**config.mk**
```make
export PLATFORM = sky130hd
export DESIGN_NAME = cordic_engine
export DESIGN_NICKNAME = d
export VERILOG_FILES = /design/src/rtl/cordic_pkg.sv /design/src/rtl/cordic_seq.sv /design/src/rtl/cordic_atan_lut.sv /design/src/rtl/cordic_microrot.sv /design/src/rtl/cordic_sat.sv /design/src/rtl/cordic_engine.sv
export SDC_FILE = /design/constraint.sdc
export NUM_CORES = 1
export LEC_CHECK = 0
export ABC_AREA = 1
export BUFFER_PORTS_ARGS = -buffer_cell sky130_fd_sc_hd__clkbuf_2
export CORE_ASPECT_RATIO = 1.75
export CORE_UTILIZATION = 55
export CTS_CLUSTER_SIZE = 16
export DETAILED_ROUTE_END_ITERATION = 12
export GPL_TIMING_DRIVEN = 0
export PLACE_DENSITY = 0.75
export SKIP_CTS_REPAIR_TIMING = 1
export SLEW_MARGIN = 20
export SYNTH_ARGS = -nofsm -noshare
export SYNTH_HDL_FRONTEND = slang
export SYNTH_SLANG_ARGS = --single-unit
```
**constraint.sdc**
```tcl
create_clock -name clk -period 6.44 [get_ports clk]
set_input_delay 0.322 -clock clk [delete_from_list [all_inputs] [get_ports clk]]
set_output_delay 0.322 -clock clk [all_outputs]
set_load 0.01 [all_outputs]
```
**src/rtl/cordic_pkg.sv**
```systemverilog
package cordic_pkg;

   typedef enum logic {
      MODE_ROTATE = 1'b0,
      MODE_VECTOR = 1'b1
   } cordic_mode_e;

   // arctan(2^-i) in units of pi/65536, rounded; rescaled per ANGLE_W by users
   function automatic int atan_fine(input int i);
      int v;
      case (i)
         0:       v = 16384;
         1:       v = 9672;
         2:       v = 5110;
         3:       v = 2594;
         4:       v = 1302;
         5:       v = 652;
         6:       v = 326;
         7:       v = 163;
         default: v = 0;
      endcase
      return v;
   endfunction

   // rounded rescale from pi/65536 units to pi/2^ANGLE_W units
   function automatic int atan_scaled(input int i, input int angle_w);
      return (atan_fine(i) + (1 << (15 - angle_w))) >>> (16 - angle_w);
   endfunction

endpackage

```
**src/rtl/cordic_seq.sv**
```systemverilog
module cordic_seq #(
   parameter int ITERS = 6,
   parameter int IDX_W = 3
) (
   input  logic             clk,
   input  logic             rst_n,
   input  logic             start_i,
   output logic             busy_o,
   output logic             load_o,
   output logic             step_o,
   output logic             last_o,
   output logic [IDX_W-1:0] idx_o
);

   localparam logic [IDX_W-1:0] LAST_IDX = IDX_W'(ITERS - 1);

   logic             busy_q;
   logic [IDX_W-1:0] idx_q;

   assign load_o = start_i & ~busy_q;
   assign step_o = busy_q;
   assign last_o = busy_q & (idx_q == LAST_IDX);
   assign busy_o = busy_q;
   assign idx_o  = idx_q;

   always_ff @(posedge clk) begin
      if (!rst_n) begin
         busy_q <= 1'b0;
         idx_q  <= '0;
      end else if (load_o) begin
         busy_q <= 1'b1;
         idx_q  <= '0;
      end else if (last_o) begin
         busy_q <= 1'b0;
         idx_q  <= '0;
      end else if (step_o) begin
         idx_q  <= idx_q + 1'b1;
      end
   end

endmodule

```
**src/rtl/cordic_atan_lut.sv**
```systemverilog
module cordic_atan_lut #(
   parameter int ITERS   = 6,
   parameter int ANGLE_W = 8,
   parameter int ZW      = 9,
   parameter int IDX_W   = 3
) (
   input  logic [IDX_W-1:0]     idx_i,
   output logic signed [ZW-1:0] atan_o
);

   logic signed [ZW-1:0] tab [ITERS];

   for (genvar g = 0; g < ITERS; g++) begin : g_tab
      localparam int VAL = cordic_pkg::atan_scaled(g, ANGLE_W);
      assign tab[g] = ZW'(VAL);
   end

   always_comb begin
      atan_o = '0;
      for (int i = 0; i < ITERS; i++) begin
         if (idx_i == IDX_W'(i)) atan_o = tab[i];
      end
   end

endmodule

```
**src/rtl/cordic_microrot.sv**
```systemverilog
module cordic_microrot #(
   parameter int IW    = 12,
   parameter int ZW    = 9,
   parameter int IDX_W = 3
) (
   input  logic                 vec_i,
   input  logic signed [IW-1:0] x_i,
   input  logic signed [IW-1:0] y_i,
   input  logic signed [ZW-1:0] z_i,
   input  logic [IDX_W-1:0]     idx_i,
   input  logic signed [ZW-1:0] atan_i,
   output logic signed [IW-1:0] x_o,
   output logic signed [IW-1:0] y_o,
   output logic signed [ZW-1:0] z_o
);

   logic signed [IW-1:0] x_sh;
   logic signed [IW-1:0] y_sh;
   logic                 ccw;

   assign x_sh = x_i >>> idx_i;
   assign y_sh = y_i >>> idx_i;

   // counter-clockwise step raises y; chosen by y sign or residual angle sign
   assign ccw = vec_i ? y_i[IW-1] : ~z_i[ZW-1];

   always_comb begin
      if (ccw) begin
         x_o = x_i - y_sh;
         y_o = y_i + x_sh;
         z_o = z_i - atan_i;
      end else begin
         x_o = x_i + y_sh;
         y_o = y_i - x_sh;
         z_o = z_i + atan_i;
      end
   end

endmodule

```
**src/rtl/cordic_sat.sv**
```systemverilog
module cordic_sat #(
   parameter int IN_W  = 12,
   parameter int OUT_W = 8
) (
   input  logic signed [IN_W-1:0]  d_i,
   output logic signed [OUT_W-1:0] q_o
);

   if (IN_W > OUT_W) begin : g_clamp
      localparam logic signed [IN_W-1:0] HI = IN_W'((1 << (OUT_W - 1)) - 1);
      localparam logic signed [IN_W-1:0] LO = -HI - IN_W'(1);
      always_comb begin
         if (d_i > HI)      q_o = HI[OUT_W-1:0];
         else if (d_i < LO) q_o = LO[OUT_W-1:0];
         else               q_o = d_i[OUT_W-1:0];
      end
   end else begin : g_extend
      assign q_o = OUT_W'(d_i);
   end

endmodule

```
**src/rtl/cordic_engine.sv**
```systemverilog
module cordic_engine #(
   parameter int DATA_W  = 8,
   parameter int ANGLE_W = 8,
   parameter int ITERS   = 6,
   parameter int FRAC_W  = 2,
   parameter int HEAD_W  = 2
) (
   input  logic                      clk,
   input  logic                      rst_n,
   input  logic                      start_i,
   input  logic                      mode_i,
   input  logic signed [DATA_W-1:0]  x_i,
   input  logic signed [DATA_W-1:0]  y_i,
   input  logic signed [ANGLE_W-1:0] z_i,
   output logic                      busy_o,
   output logic                      done_o,
   output logic signed [DATA_W-1:0]  x_o,
   output logic signed [DATA_W-1:0]  y_o,
   output logic signed [ANGLE_W-1:0] z_o
);

   import cordic_pkg::*;

   localparam int IW    = DATA_W + HEAD_W + FRAC_W;
   localparam int ZW    = ANGLE_W + 1;
   localparam int IDX_W = (ITERS > 1) ? $clog2(ITERS) : 1;

   if (ITERS < 1 || ITERS > 8) begin : g_bad_iters
      $error("cordic_engine: ITERS must be 1..8");
   end
   if (ANGLE_W < 6 || ANGLE_W > 15) begin : g_bad_angle
      $error("cordic_engine: ANGLE_W must be 6..15");
   end
   if (DATA_W < 4 || FRAC_W < 0 || HEAD_W < 1) begin : g_bad_data
      $error("cordic_engine: DATA_W >= 4, FRAC_W >= 0, HEAD_W >= 1");
   end

   logic                 load, step, last;
   logic [IDX_W-1:0]     idx;
   cordic_mode_e         mode_q;
   logic signed [IW-1:0] x_q, y_q, x_n, y_n, x_int, y_int;
   logic signed [ZW-1:0] z_q, z_n, atan;
   logic signed [DATA_W-1:0]  x_sat, y_sat;
   logic signed [ANGLE_W-1:0] z_sat;
   logic                      done_q;
   logic signed [DATA_W-1:0]  x_oq, y_oq;
   logic signed [ANGLE_W-1:0] z_oq;

   cordic_seq #(.ITERS(ITERS), .IDX_W(IDX_W)) u_seq (
      .clk     (clk),
      .rst_n   (rst_n),
      .start_i (start_i),
      .busy_o  (busy_o),
      .load_o  (load),
      .step_o  (step),
      .last_o  (last),
      .idx_o   (idx)
   );

   cordic_atan_lut #(.ITERS(ITERS), .ANGLE_W(ANGLE_W), .ZW(ZW), .IDX_W(IDX_W)) u_lut (
      .idx_i  (idx),
      .atan_o (atan)
   );

   cordic_microrot #(.IW(IW), .ZW(ZW), .IDX_W(IDX_W)) u_rot (
      .vec_i  (mode_q == MODE_VECTOR),
      .x_i    (x_q),
      .y_i    (y_q),
      .z_i    (z_q),
      .idx_i  (idx),
      .atan_i (atan),
      .x_o    (x_n),
      .y_o    (y_n),
      .z_o    (z_n)
   );

   // drop the fraction bits, rounding toward minus infinity
   assign x_int = x_n >>> FRAC_W;
   assign y_int = y_n >>> FRAC_W;

   cordic_sat #(.IN_W(IW), .OUT_W(DATA_W)) u_sat_x (.d_i(x_int), .q_o(x_sat));
   cordic_sat #(.IN_W(IW), .OUT_W(DATA_W)) u_sat_y (.d_i(y_int), .q_o(y_sat));
   cordic_sat #(.IN_W(ZW), .OUT_W(ANGLE_W)) u_sat_z (.d_i(z_n), .q_o(z_sat));

   always_ff @(posedge clk) begin
      if (!rst_n) begin
         x_q    <= '0;
         y_q    <= '0;
         z_q    <= '0;
         mode_q <= MODE_ROTATE;
      end else if (load) begin
         x_q    <= IW'(x_i) <<< FRAC_W;
         y_q    <= IW'(y_i) <<< FRAC_W;
         z_q    <= ZW'(z_i);
         mode_q <= cordic_mode_e'(mode_i);
      end else if (step) begin
         x_q    <= x_n;
         y_q    <= y_n;
         z_q    <= z_n;
      end
   end

   always_ff @(posedge clk) begin
      if (!rst_n) begin
         done_q <= 1'b0;
         x_oq   <= '0;
         y_oq   <= '0;
         z_oq   <= '0;
      end else begin
         done_q <= last;
         if (last) begin
            x_oq <= x_sat;
            y_oq <= y_sat;
            z_oq <= z_sat;
         end
      end
   end

   assign done_o = done_q;
   assign x_o    = x_oq;
   assign y_o    = y_oq;
   assign z_o    = z_oq;

endmodule

```
---- Word-level counts from Yosys, hierarchy flattened ----
Cells that the tools add are included.
cells by class
  eq/ne operators ......................... 5
  multiply operators ...................... 0
  bitwise logic cells ..................... 5
  add/subtract/negate cells ............... 7
  shift-type cells ........................ 2
  div/mod/pow operators ................... 0
  reduce and logical (&&, ||, !) cells .... 5
  mux-type cells .......................... 24
  $lt $le $gt $ge ......................... 6
operators with widths
  kind                   number
  $mux W12               6
  $mux W8                6
  $mux W7                6
  $mux W9                3
  $add A12 B12 Y12       2
  $sshr A12 B3 Y12       2
  $sub A12 B12 Y12       2
  $gt A10 B8 Y1 const B  2
  $lt A10 B8 Y1 const B  2
  $add A9 B8 Y9          1
  $gt A9 B8 Y1 const B   1
  $lt A9 B8 Y1 const B   1
  $sub A9 B8 Y9          1
  $eq A3 B2 Y1 const B   2
  $eq A3 B3 Y1 const B   2
  $reduce_bool A2 Y1     2
  $add A3 B1 Y3 const B  1
  $eq A3 B1 Y1 const B   1
  $logic_not A3 Y1       1
  $mux W1                3
  $not A1 Y1             3
  $reduce_or A3 Y1       1
  $and A1 B1 Y1          2
  $reduce_or A2 Y1       1
word-level totals
  memories ................................ 0
  input port bits ......................... 28
  word-level logic and storage cells ...... 66
  register bits after elaboration ......... 63
  bits in writable memories ............... 0
  bits in latches ......................... 0
  memory bits (read-only) ................. 0

---- Logic depth before layout (Yosys ltp) ----
  depth after elaboration ................. 12
  depth in mapped cells ................... 29
  gate-level depth less buffers ........... 27

---- Hierarchy ----
A second synthesis with hierarchy kept.
unflattened totals
  cell total of the unflattened synthesis .. 972
  area total of the unflattened synthesis .. 5833.1 sq um
by module, submodules not included
  module                    seq. area each (sq um)  times used  cells an instance  area an instance (sq um)
  cordic_microrot           0.0                     1           517                2834.0
  cordic_engine             1181.1                  1           345                2412.3
  cordic_seq                80.1                    1           31                 240.2
  cordic_sat (u_sat_x ...)  0.0                     2           21                 97.6
  cordic_atan_lut           0.0                     1           18                 80.1
  cordic_sat (u_sat_z)      0.0                     1           19                 71.3

---- Worst setup path before layout ----
OpenSTA, ideal clock, no wires.
  path type ............................... register to register
  from .................................... register u_seq.idx_q[0], in the netlist u_seq.idx_o[0]
  to ...................................... register y_oq[0], in the netlist y_o[0]
  stages on the path, launching flop included .. 27
  path buffers ............................ 2
  required time ........................... 6318 ps
  slack ................................... 3005 ps
  arrival time ............................ 3313 ps
  cells stage by stage .................... dfxtp_1 > buf_6 > inv_6 > buf_8 > nand2_1 > nand2_1 > nand2_1 > nand3_1 > o21ai_2 > inv_1 > ha_1 > or2_2 > o21ai_0 > inv_1 > ha_1 > a21oi_1 > o21bai_1 > nand2_1 > nand2_1 > nand2_1 > nand2_1 > xor2_1 > or2_2 > nand3_1 > nand2_1 > inv_2 > a21oi_2
on the way
  longest elaborated chain between the ends .. 6
RTL lines
  item                                                         line                                          source
  start, declared                                              cordic_seq.sv:18                              logic [IDX_W-1:0] idx_q;
  start signal, assigned                                       cordic_seq.sv:37                              idx_q <= idx_q + 1'b1;
  $sshr A12 B3 Y12                                             cordic_microrot.sv:21                         assign x_sh = x_i >>> idx_i;
  $sub A12 B12 Y12 / $add A12 B12 Y12 (equally long branches)  cordic_microrot.sv:34, cordic_microrot.sv:30
  $mux W12                                                     cordic_microrot.sv:28                         if (ccw) begin
  $lt A10 B8 Y1                                                cordic_sat.sv:14                              else if (d_i < LO) q_o = LO[OUT_W-1:0];
  $mux W8                                                      cordic_sat.sv:14
  $mux W8                                                      cordic_sat.sv:13                              if (d_i > HI) q_o = HI[OUT_W-1:0];
  end signal, assigned                                         cordic_engine.sv:113                          y_oq <= y_sat;
  end, declared                                                cordic_engine.sv:46                           logic signed [DATA_W-1:0] x_oq, y_oq;
Several ways; a longest one is shown, not always the timed one.
A chain may end at the register's enable or synchronous reset.

---- Worst setup path in the final report ----
  from .................................... register y_q[11]
  to ...................................... register y_oq[0], in the netlist y_o[0]
on the way
  longest elaborated chain between the ends .. 5
RTL lines
  item                                            line                   source
  start, declared                                 cordic_engine.sv:41    logic signed [IW-1:0] x_q, y_q, x_n, y_n, x_int, y_int;
  start signal, assigned                          cordic_engine.sv:93    y_q <= IW'(y_i) <<< FRAC_W;
  start signal, assigned                          cordic_engine.sv:98    y_q <= y_n;
  $sub A12 B12 Y12, or another cell as far along  cordic_microrot.sv:34  y_o = y_i - x_sh;
  $mux W12 *                                      cordic_microrot.sv:28
  $lt A10 B8 Y1                                   cordic_sat.sv:14
  $mux W8                                         cordic_sat.sv:14
  $mux W8 *                                       cordic_sat.sv:13
Mark *: on every way between the ends. The rest lies on a longest branch, timed or not.

==> qor.yml <==
status:
  outcome: "completed"
timing:
  relSlewSlack: 0.423
  finalCritPeriodShare: 0.656
  worst_slew_pin_slew_ns: 0.862
  tns_ns: 0
  fin_skew_ns: 0.00608
  rsz0062_at_grt: "false"
  slew_violations: 0
  min_period_ns: 4.22
  setup_viol: 0
  max_freq_mhz: 237
  fin_ws_ns: 2.22
  hold_violations: 0
global_route:
  grt_use_met3: 0.0667
  use_met1: 0.328
  antenna_found_initial: 0
  top_usage_layer: "met2"
  grt_max_degree: 13
  grt_use_met2: 0.640
  grt_pass1_wl_mm: 27.9
  grt-ovfl-total: 0
  grtUsageTotal: 0.346
  first_global_vias: 5910
hold_path:
  hold_path_startpoint: "x_i[2]"
  holdPathEnd: "x_q[4]"
  hold_depth: 3
  hold_class: "in -> reg"
power:
  peakVddDrop_mv: 0.451
  p_leak_uw: 0.00314
  power.density_mw_per_mm2: 405
yosys:
  synthArstFlopShare: 0
  synth_cell_type_count: 44
  synthesis.nets: 952
  yosys-top-cells-area: "dfxtp_1, nand2_1, ha_1, nand3_1, inv_1"
  synth_warnings: 0
  netlist_instances: 883
  synth_edf_count: 0
  synth_most_common_cell: "nand2_1"
  synth_top_cell_area_share: 0.225
  ys.flop_type: "dfxtp_1"
  yosys.area.top_type: "dfxtp_1"
  syn_area_mm2: 0.00560
  ys_ff_latch: 63
  synth-seq-area-share: 0.225
  synth.top_cells.by_count: "nand2_1, inv_1, nand3_1"
  avgSynthCellArea_um2: 6.34
cts:
  cts_sinks: 63
  clockBufferDepth: 2
  root_buffer: "clkbuf_16"
  cts.htree.levels: 3
  cts_made_buffers: 9
  cts_tree: "done"
  clock_latency_ns: 0.34
  cts.clk_slew.worst_paths_ns: 0.06
die:
  dieHeight_um: 136
  die_x_um: 78.3
  core_mm2: 0.00991
  start_util: 0.565
  die_area_mm2: 0.0106
  pin_count: 54
  rows: 48
drt:
  post_drt_wl_per_cell_um: 16.2
  drtAntennaViolNets: 0
  drc_errors: 0
  drtPass1Iterations: 6
  vias: 6068
  dr.first_iter.drc_count: 315
  viasPerCell: 5.64
  wl_mm: 17.4
critical_path:
  path_cells: "nand2_1 -> o21ai_0 -> inv_1 -> clkbuf_1 -> clkbuf_1 -> nand2_1 -> xnor2_1 -> inv_1 -> ha_1 -> inv_1 -> nor3_1 -> nand2_1 -> nand2_1 -> nand2_1 -> o21ai_0 -> inv_1 -> nand3_1 -> nand2_2 -> nand2_4 -> nand2_2 -> a21oi_2"
  cp-start-kind: "flop"
  crit_path_top_delay_cell: "clkbuf_1"
  path_class: "reg -> reg"
  r2r-start: "y_q[11]"
  crit_fanout: 10
  worstSetupEndpointType: "flop"
  critPathMostFrequentCell: "nand2_1"
  r2r_end: "y_o[0]"
  r2r_cells: 21
  critPathMaxStageDelay_ns: 0.50
  crit_arrival_ns: 4.50
  r2r_setup_slack_ns: 2.22
  required_ns: 6.71
place:
  dpl.hpwl_mm: 13.7
  gp_congestion: 0.967
  pre_cts_slack_ns: 2.31
  place.port_buffers: 52
  place_area_mm2: 0.00602
final_layout:
  nNetsFinal: 1015
  area_delta_synth_final_pct: 12.9
  n_fill_cell: 970
  stdcell_area_mm2: 0.00632
  insertedDiodeCount: 0
  drive_gt1_frac: 0.155
run:
  maxCapViolCount: 0
## power breakdown
| part | internal [uW] | leakage (uW) | switching, uW |
|---|---|---|---|
| registers | 434 | 0.000514 | 62.1 |
| logic | 530 | 0.00249 | 1030 |
| clock network | 312 | 0.000145 | 200 |
## flip-flops by register name (all words and copies together) (netlist names), 3 cells and up
register and flops:
u_seq.idx_o 3, x_o 8, x_q 12, y_o 8, y_q 12, z_o 8
z_q 9
## critical path, delay by kind of cell, from the launching register on
| family | cells | cell delay (ns) |
|---|---|---|
| AOI/OAI and AO/OA | 3 | 0.66 |
| xor gates and xnor gates | 1 | 0.18 |
| adders and majority gates | 1 | 0.32 |
| buffers and inverters | 6 | 1.43 |
| DFF | 1 | 0.39 |
| and+or+nand+nor | 10 | 1.17 |
## layout by cell type, fill, tap and decap left out, types with 3 or more instances in the layout
cell	n
o21a_1	4
a31oi_1	30
a21oi_1	35
nor2_1	41
buf_1	3
clkbuf_1	16
xnor2_1	18
a21oi_2	14
fa_1	3
o21ai_0	36
clkbuf_16	9
a21o_1	3
buf_2	7
ha_1	38
inv_1	85
dfxtp_1	63
clkbuf_2	52
nand2_1	291
nor3_1	6
nand4_1	5
or2_2	8
nand2_2	28
xor2_1	28
nand3_1	81
inv_2	3
buf_4	3
nand3_2	5
## per-stage QoR
step           power [uW]  hold WS, ns   util  cells
6_report             2560        0.230  0.638   1076
5_1_grt              2760        0.245  0.638   1076
4_1_cts              2550        0.226  0.638   1076
3_5_place_dp         2030        0.438  0.607   1060
3_3_place_gp         2020        0.437  0.607   1060
2_1_floorplan        1670        0.461      -    883
## logic make-up after synthesis
logic type / synth area share
xor+xnor: 0.0719
flops: 0.225
fa+ha+maj: 0.0956
simple gates: 0.367
compound gates: 0.149
buf+inv: 0.0920
## cell type report
type | count | area [um^2] | share of cell area
inverters | 91 | 349 | 0.0552
plain buffers | 32 | 166 | 0.0263
clock buffers | 10 | 239 | 0.0378
well taps | 125 | 156 | 0.0247
repair buffers | 52 | 260 | 0.0411
flip-flops and latches | 63 | 1260 | 0.199
clock inverters | 6 | 67.6 | 0.0107
multi-input cells | 697 | 3820 | 0.605
## worst max-delay path by stage
stage,startpoint,to,slack [ns],cells after the start
floorplan,u_seq.idx_o[0],y_o[0],3.01,26
global placement,y_q[11],x_o[3],2.25,20
detailed placement,y_q[11],x_o[4],2.31,20
CTS,y_q[11],x_o[1],2.28,20
global route,y_q[11],x_o[1],1.81,20
finish,y_q[11],y_o[0],2.22,21
## routing by layer
metal	routed length, um	up-vias
met4	1350	0
met1	6160	2767
met5	0	-
li1	-	3003
met3	895	78
met2	9040	220
Power figures use the tool's default switching activity.
